## config.mk

```make
export PLATFORM = sky130hd
export DESIGN_NAME = tdm_pattern_tx
export DESIGN_NICKNAME = d
export VERILOG_FILES = /design/src/rtl/tdm_pat_pkg.sv /design/src/rtl/tdm_bit_pos.sv /design/src/rtl/tdm_frame_seq.sv /design/src/rtl/tdm_word_gen.sv /design/src/rtl/tdm_pattern_tx.sv
export SDC_FILE = /design/constraint.sdc
export NUM_CORES = 1
export LEC_CHECK = 0
export CAP_MARGIN = 10
export CORE_AREA = 8 8 56 58
export DETAILED_ROUTE_END_ITERATION = 8
export DIE_AREA = 0 0 64 66
export PLACE_DENSITY_LB_ADDON = 0.05
export SKIP_LAST_GASP = 1
export SYNTH_ARGS = -nofsm -noshare
export SYNTH_HDL_FRONTEND = slang
export SYNTH_SLANG_ARGS = --single-unit
```

## constraint.sdc

```tcl
create_clock -name clk -period 2.5 [get_ports clk]
set_clock_uncertainty 0.05 [all_clocks]
set_input_delay 0.25 -clock clk [delete_from_list [all_inputs] [get_ports clk]]
set_output_delay 0.25 -clock clk [all_outputs]
set_load 0.1 [all_outputs]
```

## src/rtl/tdm_pat_pkg.sv

```systemverilog
package tdm_pat_pkg;

    localparam int WORD_W  = 32;
    localparam int MARK_W  = 8;
    localparam int CNT_W   = 16;
    localparam int ID_W    = 8;
    localparam logic [MARK_W-1:0] MARKER = 8'hAA;

    typedef enum logic [1:0] {
        ST_IDLE = 2'd0,
        ST_RUN  = 2'd1,
        ST_DONE = 2'd2
    } tx_state_e;

    typedef struct packed {
        logic [MARK_W-1:0] mark;
        logic [CNT_W-1:0]  cnt;
        logic [ID_W-1:0]   id;
    } slot_word_t;

    typedef struct packed {
        logic sd;
        logic fs;
    } line_t;

    function automatic slot_word_t build_word(input logic [CNT_W-1:0] cnt,
                                              input logic [ID_W-1:0]  id);
        slot_word_t w;
        w.mark = MARKER;
        w.cnt  = cnt;
        w.id   = id;
        return w;
    endfunction

endpackage

```

## src/rtl/tdm_bit_pos.sv

```systemverilog
module tdm_bit_pos #(
    parameter int SLOT_BITS = 32,
    parameter int SLOTS     = 4,
    localparam int BW = $clog2(SLOT_BITS),
    localparam int SW = $clog2(SLOTS)
) (
    input  logic          clk,
    input  logic          rst,
    input  logic          clear,
    input  logic          adv,
    output logic [BW-1:0] bit_idx,
    output logic [SW-1:0] slot_idx,
    output logic          frame_end
);

    localparam logic [BW-1:0] BIT_LAST  = BW'(SLOT_BITS - 1);
    localparam logic [SW-1:0] SLOT_LAST = SW'(SLOTS - 1);

    logic slot_end;

    assign slot_end  = adv && (bit_idx == BIT_LAST);
    assign frame_end = slot_end && (slot_idx == SLOT_LAST);

    always_ff @(posedge clk) begin
        if (rst || clear) begin
            bit_idx  <= '0;
            slot_idx <= '0;
        end else if (adv) begin
            if (bit_idx == BIT_LAST) begin
                bit_idx  <= '0;
                slot_idx <= (slot_idx == SLOT_LAST) ? '0 : slot_idx + 1'b1;
            end else begin
                bit_idx <= bit_idx + 1'b1;
            end
        end
    end

    AST_FRAME_WRAP: assert property (@(posedge clk) disable iff (rst)
        frame_end |=> (bit_idx == '0) && (slot_idx == '0));

    AST_SLOT_STEP: assert property (@(posedge clk) disable iff (rst)
        (slot_end && !frame_end && !clear) |=> (slot_idx == $past(slot_idx) + 1'b1));

endmodule

```

## src/rtl/tdm_frame_seq.sv

```systemverilog
module tdm_frame_seq
    import tdm_pat_pkg::*;
#(
    parameter int NUM_FRAMES = 1000,
    parameter int FW         = 10
) (
    input  logic          clk,
    input  logic          rst,
    input  logic          start,
    input  logic          bclk_en,
    input  logic          frame_end,
    output tx_state_e     state,
    output logic [FW-1:0] frame_idx,
    output logic          accept,
    output logic          send,
    output logic          finish
);

    localparam logic [FW-1:0] LAST = FW'(NUM_FRAMES);

    logic tick;

    assign tick   = bclk_en && (state == ST_RUN);
    assign accept = start && (state != ST_RUN);
    assign send   = tick && (frame_idx != LAST);
    assign finish = tick && (frame_idx == LAST);

    always_ff @(posedge clk) begin
        if (rst) begin
            state     <= ST_IDLE;
            frame_idx <= '0;
        end else if (accept) begin
            state     <= ST_RUN;
            frame_idx <= '0;
        end else if (finish) begin
            state <= ST_DONE;
        end else if (frame_end) begin
            frame_idx <= frame_idx + 1'b1;
        end
    end

    AST_FRAME_BOUND: assert property (@(posedge clk) disable iff (rst)
        frame_idx <= LAST);

    AST_START_IGNORED: assert property (@(posedge clk) disable iff (rst)
        (state == ST_RUN && start && !bclk_en) |=> (state == ST_RUN) && $stable(frame_idx));

    AST_DONE_STICKY: assert property (@(posedge clk) disable iff (rst)
        (state == ST_DONE && !start) |=> (state == ST_DONE));

    AST_RESTART_ZERO: assert property (@(posedge clk) disable iff (rst)
        accept |=> (state == ST_RUN) && (frame_idx == '0));

endmodule

```

## src/rtl/tdm_word_gen.sv

```systemverilog
module tdm_word_gen
    import tdm_pat_pkg::*;
#(
    parameter int FW             = 10,
    parameter int SW             = 2,
    parameter int BW             = 5,
    parameter int FS_FIRST_FRAME = 500
) (
    input  logic [FW-1:0] frame_idx,
    input  logic [SW-1:0] slot_idx,
    input  logic [BW-1:0] bit_idx,
    output line_t         nxt
);

    localparam logic [FW-1:0] FS_FIRST = FW'(FS_FIRST_FRAME);

    slot_word_t            word;
    logic [WORD_W-1:0]     word_bits;
    logic [CNT_W-1:0]      cnt_field;
    logic [ID_W-1:0]       id_field;

    always_comb begin
        cnt_field = CNT_W'(frame_idx);
        id_field  = ID_W'(slot_idx) + 1'b1;
        word      = build_word(cnt_field, id_field);
        word_bits = word;
        nxt.sd    = word_bits[(WORD_W - 1) - int'(bit_idx)];
        nxt.fs    = (frame_idx >= FS_FIRST) && (slot_idx == '0) && (bit_idx == '0);
    end

endmodule

```

## src/rtl/tdm_pattern_tx.sv

```systemverilog
module tdm_pattern_tx
    import tdm_pat_pkg::*;
#(
    parameter int NUM_FRAMES     = 1000,
    parameter int FS_FIRST_FRAME = 500,
    parameter int SLOTS          = 4
) (
    input  logic clk,
    input  logic rst,
    input  logic bclk_en,
    input  logic start,
    output logic sdata,
    output logic lrck,
    output logic done
);

    localparam int FMAX = (NUM_FRAMES > FS_FIRST_FRAME) ? NUM_FRAMES : FS_FIRST_FRAME;
    localparam int FW   = $clog2(FMAX + 1);
    localparam int BW   = $clog2(WORD_W);
    localparam int SW   = $clog2(SLOTS);

    tx_state_e     state;
    logic [FW-1:0] frame_idx;
    logic [BW-1:0] bit_idx;
    logic [SW-1:0] slot_idx;
    logic          accept;
    logic          send;
    logic          finish;
    logic          frame_end;
    line_t         nxt;
    line_t         line_q;

    tdm_frame_seq #(
        .NUM_FRAMES (NUM_FRAMES),
        .FW         (FW)
    ) u_seq (
        .clk       (clk),
        .rst       (rst),
        .start     (start),
        .bclk_en   (bclk_en),
        .frame_end (frame_end),
        .state     (state),
        .frame_idx (frame_idx),
        .accept    (accept),
        .send      (send),
        .finish    (finish)
    );

    tdm_bit_pos #(
        .SLOT_BITS (WORD_W),
        .SLOTS     (SLOTS)
    ) u_pos (
        .clk       (clk),
        .rst       (rst),
        .clear     (accept),
        .adv       (send),
        .bit_idx   (bit_idx),
        .slot_idx  (slot_idx),
        .frame_end (frame_end)
    );

    tdm_word_gen #(
        .FW             (FW),
        .SW             (SW),
        .BW             (BW),
        .FS_FIRST_FRAME (FS_FIRST_FRAME)
    ) u_word (
        .frame_idx (frame_idx),
        .slot_idx  (slot_idx),
        .bit_idx   (bit_idx),
        .nxt       (nxt)
    );

    always_ff @(posedge clk) begin
        if (rst || accept || finish) begin
            line_q <= '0;
        end else if (send) begin
            line_q <= nxt;
        end
    end

    assign sdata = line_q.sd;
    assign lrck  = line_q.fs;
    assign done  = (state == ST_DONE);

    AST_DONE_QUIET: assert property (@(posedge clk) disable iff (rst)
        done |-> (!sdata && !lrck));

    AST_HOLD_BETWEEN_TICKS: assert property (@(posedge clk) disable iff (rst)
        !$past(bclk_en) |-> ($stable(sdata) && $stable(lrck)));

    AST_NO_EARLY_FS: assert property (@(posedge clk) disable iff (rst)
        lrck |-> (frame_idx >= FW'(FS_FIRST_FRAME)));

    AST_FS_ONE_BIT: assert property (@(posedge clk) disable iff (rst)
        (lrck && bclk_en && !start) |=> !lrck);

endmodule

```

* Word level (Yosys, flattened, before mapping)
Cells that the tools add are included.
Widths: inputs -> output; s select.
** Storage, ports and cells
- Output and inout port bits :: 3
- Logic and storage cells :: 45
- Bits in registers :: 21
- Input bits :: 4
** Cells by class
- Equal/unequal tests :: 7
- $add $sub $neg :: 5
- Reduce and logical (&&, ||, !) cells :: 16
- Multiplexer cells :: 7
- Bitwise logic cells :: 1
- $lt $le $gt $ge :: 2
** Operator list (number)
- $lt 32x7->1 const B :: 1
- $add 10x1->10 const B :: 1
- $eq 10x10->1 const B :: 1
- $ge 10x9->1 const B :: 1
- $ne 10x10->1 const B :: 1
- $logic_and 1x1->1 :: 8
- $sub 5x5->6 const A :: 1
- $add 5x1->5 const B :: 1
- $bmux 1 s5 :: 1
- $eq 5x5->1 const B :: 1
- $logic_not 5->1 :: 1
- $mux 5 :: 1
- $eq 2x2->1 const B :: 2
- $mux 1 :: 4
- $reduce_and 2->1 :: 2
- $add 2x1->3 const B :: 1
- $add 2x1->2 const B :: 1
- $eq 2x1->1 const B :: 1
- $logic_not 2->1 :: 1
- $logic_or 1x1->1 :: 2
- $mux 2 :: 1
- $ne 2x1->1 const B :: 1
- $reduce_bool 2->1 :: 1
- $reduce_or 2->1 :: 1
- $not 1->1 :: 1

* Depth between registers and ports, before layout
- Word-level depth :: 6
- Mapped depth :: 8
- Depth with buffers taken out :: 8

* Modules after synthesis
A second synthesis with hierarchy kept.
** Second synthesis, totals
- Cells, all modules :: 132
- Area total of the unflattened synthesis :: 1236.2 um2
** Modules (own cells, without submodules)
- tdm_frame_seq :: cells an instance 68, area an instance 601.8 um2, instances 1, seq. area each 240.2 um2
- tdm_bit_pos :: cells an instance 33, area an instance 346.6 um2, instances 1, seq. area each 140.1 um2
- tdm_word_gen :: cells an instance 24, area an instance 209.0 um2, instances 1, seq. area each 0.0 um2
- tdm_pattern_tx :: cells an instance 7, area an instance 78.8 um2, instances 1, seq. area each 40.0 um2

* Least setup slack after synthesis
OpenSTA, ideal clock, no wires.
- Path kind :: register to register
- Start point :: reg u_pos.bit_idx[1]
- End point :: reg u_seq.frame_idx[6]
- Period minus slack after synthesis :: 2.090 ns
- Library setup time :: 0.128 ns
- Stages on the path, launching flop included :: 9
- Path slack :: 0.410 ns
- Buffers on the path :: 0
- Required time :: 2.322 ns
- Data arrival time :: 1.912 ns
- Cell sequence :: dfxtp_1 ha_1 and3_1 ha_1 nand3_1 or4_1 nor2_1 xnor2_1 nor2_1
** Between the ends
- Cells in the longest elaborated chain, start to end :: 4
** RTL lines
- start: declaration :: line tdm_bit_pos.sv:11 : output logic [BW-1:0] bit_idx,
- start signal: assignment :: line tdm_bit_pos.sv:33 : bit_idx <= bit_idx + 1'b1;
- $eq 5x5->1 :: line tdm_bit_pos.sv:21 : assign slot_end = adv && (bit_idx == BIT_LAST);
- $logic_and 1x1->1 :: line tdm_bit_pos.sv:21
- $logic_and 1x1->1 :: line tdm_bit_pos.sv:22 : assign frame_end = slot_end && (slot_idx == SLOT_LAST);
- $reduce_and 2->1 (no source line)
- end signal: assignment :: line tdm_frame_seq.sv:38 : frame_idx <= frame_idx + 1'b1;
- end: declaration :: line tdm_frame_seq.sv:13 : output logic [FW-1:0] frame_idx,
No other way between the ends.
A chain may end at the register's enable or synchronous reset.

* Final worst setup path
- Start point :: reg u_pos.bit_idx[0]
- End point :: reg u_seq.frame_idx[8]
Same word-level chain as after synthesis.

==> results.yml <==
logic_synthesis:
  ys_warn_count: 0
  synth_nets: 158
  synth_area_mm2: 0.00121
  synth_ff_type: "dfxtp_1"
  ys_types: 37
  synthArstFlopShare_pct: 0
  avgSynthCellArea_um2: 8.30
  ys_ff_latch: 21
  ys_seq_area_share_pct: 34.7
  synth_edf_count: 0
  syn_inst: 146
pwr:
  power_density_mw_per_mm2: 403
  power.total_uw: 551
  p_leak_uw: 0.000537
  ir_drop_uv: 334
die:
  die_h_um: 66
  std_cell_rows: 18
  die_x_um: 64
  dieArea_mm2: 0.00422
  design.core.area_mm2: 0.00232
  io_pins: 7
  initial_core_util_pct: 52.2
placed_design:
  numPortBuffers: 6
  place_hpwl_um: 1970
  gp_congestion: 0.855
sta:
  fin_crit_sh_pct: 87.4
  period_needed_ps: 2180
  max_freq_mhz: 458
  rsz0062_at_grt: "false"
  worstMarginPinSlew_ps: 409
  slew_headroom_pct: 72.4
  finalHoldViolCount: 0
  drv_slew: 0
  fin_tns_setup_ps: 0
  setup_viol: 0
flow_run:
  drv_cap: 0
critical_path:
  worst-path-max-fanout: 8
  cp.required_ps: 2660
  arrival_ps: 2340
  worstSetupEndpointType: "register"
  critPathKind: "reg2reg"
  startpoint_type: "register"
clock_tree:
  htreeDepth: 1
  cts.sinks: 21
  root_buffer: "clkbuf_4"
  cts_buffer_depth: 2
  cts_tree: "yes"
  numCtsBuffers: 3
  cts_resized: 0
  clk_latency_ps: 310
  clk_pin_slew_ps: 120
  cts_setup_buffers: 0
  hold_buffers: 0
drt:
  viasPerCell: 5.46
  routed_wl_um: 2580
  drc: 0
  drt_first_pass_iters: 4
  ant_nets: 0
  vias: 1032
  wl_per_cell_um: 13.6
  drt_iter0_drc: 28
global_routing:
  grt.total_usage_pct: 13.0
  met3_usage_pct: 3.56
  grt_antenna_before_repair: 0
  grt_pass1_vias: 1001
  grt_pass1_wl_um: 4470
  grt_max_degree: 19
  grt_overflow: 0
  grt-busiest-layer: "met2"
  grt_use_met1_pct: 14.5
  use_met2_pct: 22.1
layout:
  drive_above_1_share_pct: 11.9
  antenna_cells: 0
  fin_util_pct: 58.9
  nFillCells: 222
  syn2layout_area_growth_pct: 12.8
  nNetsFinal: 172
status:
  outcome: "completed"
min_path:
  holdCritPathClass: "reg2reg"
==> path summary, 6_finish.rpt <==
path,startpoint,to,slack (ps),depth (start not counted)
worst max-delay path,u_pos.bit_idx[0]$_SDFFE_PP0N_,u_seq.frame_idx[8]$_SDFFE_PP0P_,320,8
worst min register to register,sdata$_SDFFE_PP0N_,sdata$_SDFFE_PP0N_,440,2
worst min-delay path,sdata$_SDFFE_PP0N_,sdata$_SDFFE_PP0N_,440,2
worst max register to register,u_pos.bit_idx[0]$_SDFFE_PP0N_,u_seq.frame_idx[8]$_SDFFE_PP0P_,320,8
==> Yosys cell counts, types with 3 or more instances <==
library cell	n	area, um2
dfxtp_1	21	420
nor2_1	21	78.8
nand2_1	14	52.6
a21oi_1	10	50.1
inv_1	10	37.5
ha_1	8	100
o21ai_0	6	30.0
mux2i_1	5	50.1
nand3_1	5	25.0
xor2_1	5	43.8
xnor2_1	4	35.0
a31oi_1	3	18.8
clkbuf_1	3	11.3
nor2b_1	3	18.8
==> sequential cells by signal, indices dropped and copies added (netlist names) <==
signal           cells
u_seq.frame_idx     10
u_pos.bit_idx        5
u_pos.slot_idx       2
u_seq.state          2
lrck                 1
sdata                1
==> power breakdown <==
group | switching, uW | internal (uW) | leakage, uW
clock network | 107 | 59.8 | 0.0000177
registers | 2.02 | 337 | 0.000169
logic | 27.2 | 17.1 | 0.000350
==> layer usage <==
| metal | vias to the layer above | wire [um] |
|---|---|---|
| met2 | 22 | 1220 |
| met4 | 0 | 31 |
| met3 | 4 | 142 |
| met1 | 475 | 1180 |
| li1 | 531 | - |
| met5 | - | 0 |
==> worst max-delay path: stages, from the launching register on <==
cell and delay (ps):
dfxtp_1 350, ha_1 200, and3_1 170, ha_1 300
nand3_1 160, or4_1 490, nor2_1 180, xnor2_1 130
nor2_1 50
==> cell usage in the layout, fill, tap and decap left out, types with 2 or more instances in the layout <==
| master | instances |
|---|---|
| nor4_1 | 2 |
| clkdlybuf4s50_1 | 3 |
| nand3_1 | 5 |
| clkbuf_4 | 3 |
| ha_1 | 8 |
| a31oi_1 | 3 |
| buf_4 | 10 |
| xnor2_1 | 4 |
| inv_1 | 10 |
| or4_1 | 2 |
| dfxtp_1 | 21 |
| o21ai_0 | 6 |
| a21oi_1 | 10 |
| xor2_1 | 5 |
| nor2_1 | 21 |
| nor2b_1 | 3 |
| mux2i_1 | 5 |
| and3_1 | 2 |
| nand2_1 | 14 |
| nor3_1 | 2 |
| nand4_1 | 2 |
==> through the flow <==
stage	instance area, um2	instances	setup slack, ps	hold WS [ps]
after detailed placement	1340	185	326	427
after CTS	1370	189	313	444
final	1370	189	316	439
after global placement	1340	185	345	423
after global routing	1370	189	145	464
after floorplan	1210	146	410	269
==> kinds of logic after synthesis <==
kind of cell / Yosys count / synth area share [%]
DFF: 21 / 34.7
AOI/OAI and AO/OA: 25 / 13.1
and+or+nand+nor: 63 / 26.8
adders and majority gates: 8 / 8.26
buffers and inverters: 14 / 4.34
muxes: 6 / 6.30
xor gates and xnor gates: 9 / 6.51
==> cell type report <==
| type | count | area, um2 | area share (%) |
|---|---|---|---|
| clock buffers | 3 | 22.5 | 1.65 |
| clock inverters | 1 | 5.00 | 0.366 |
| inverters | 10 | 37.5 | 2.75 |
| multi-input cells | 111 | 738 | 54.0 |
| flip-flops and latches | 21 | 420 | 30.8 |
| well taps | 30 | 37.5 | 2.75 |
| repair buffers | 13 | 105 | 7.69 |
No activity file was read; power rests on OpenSTA's default activity.
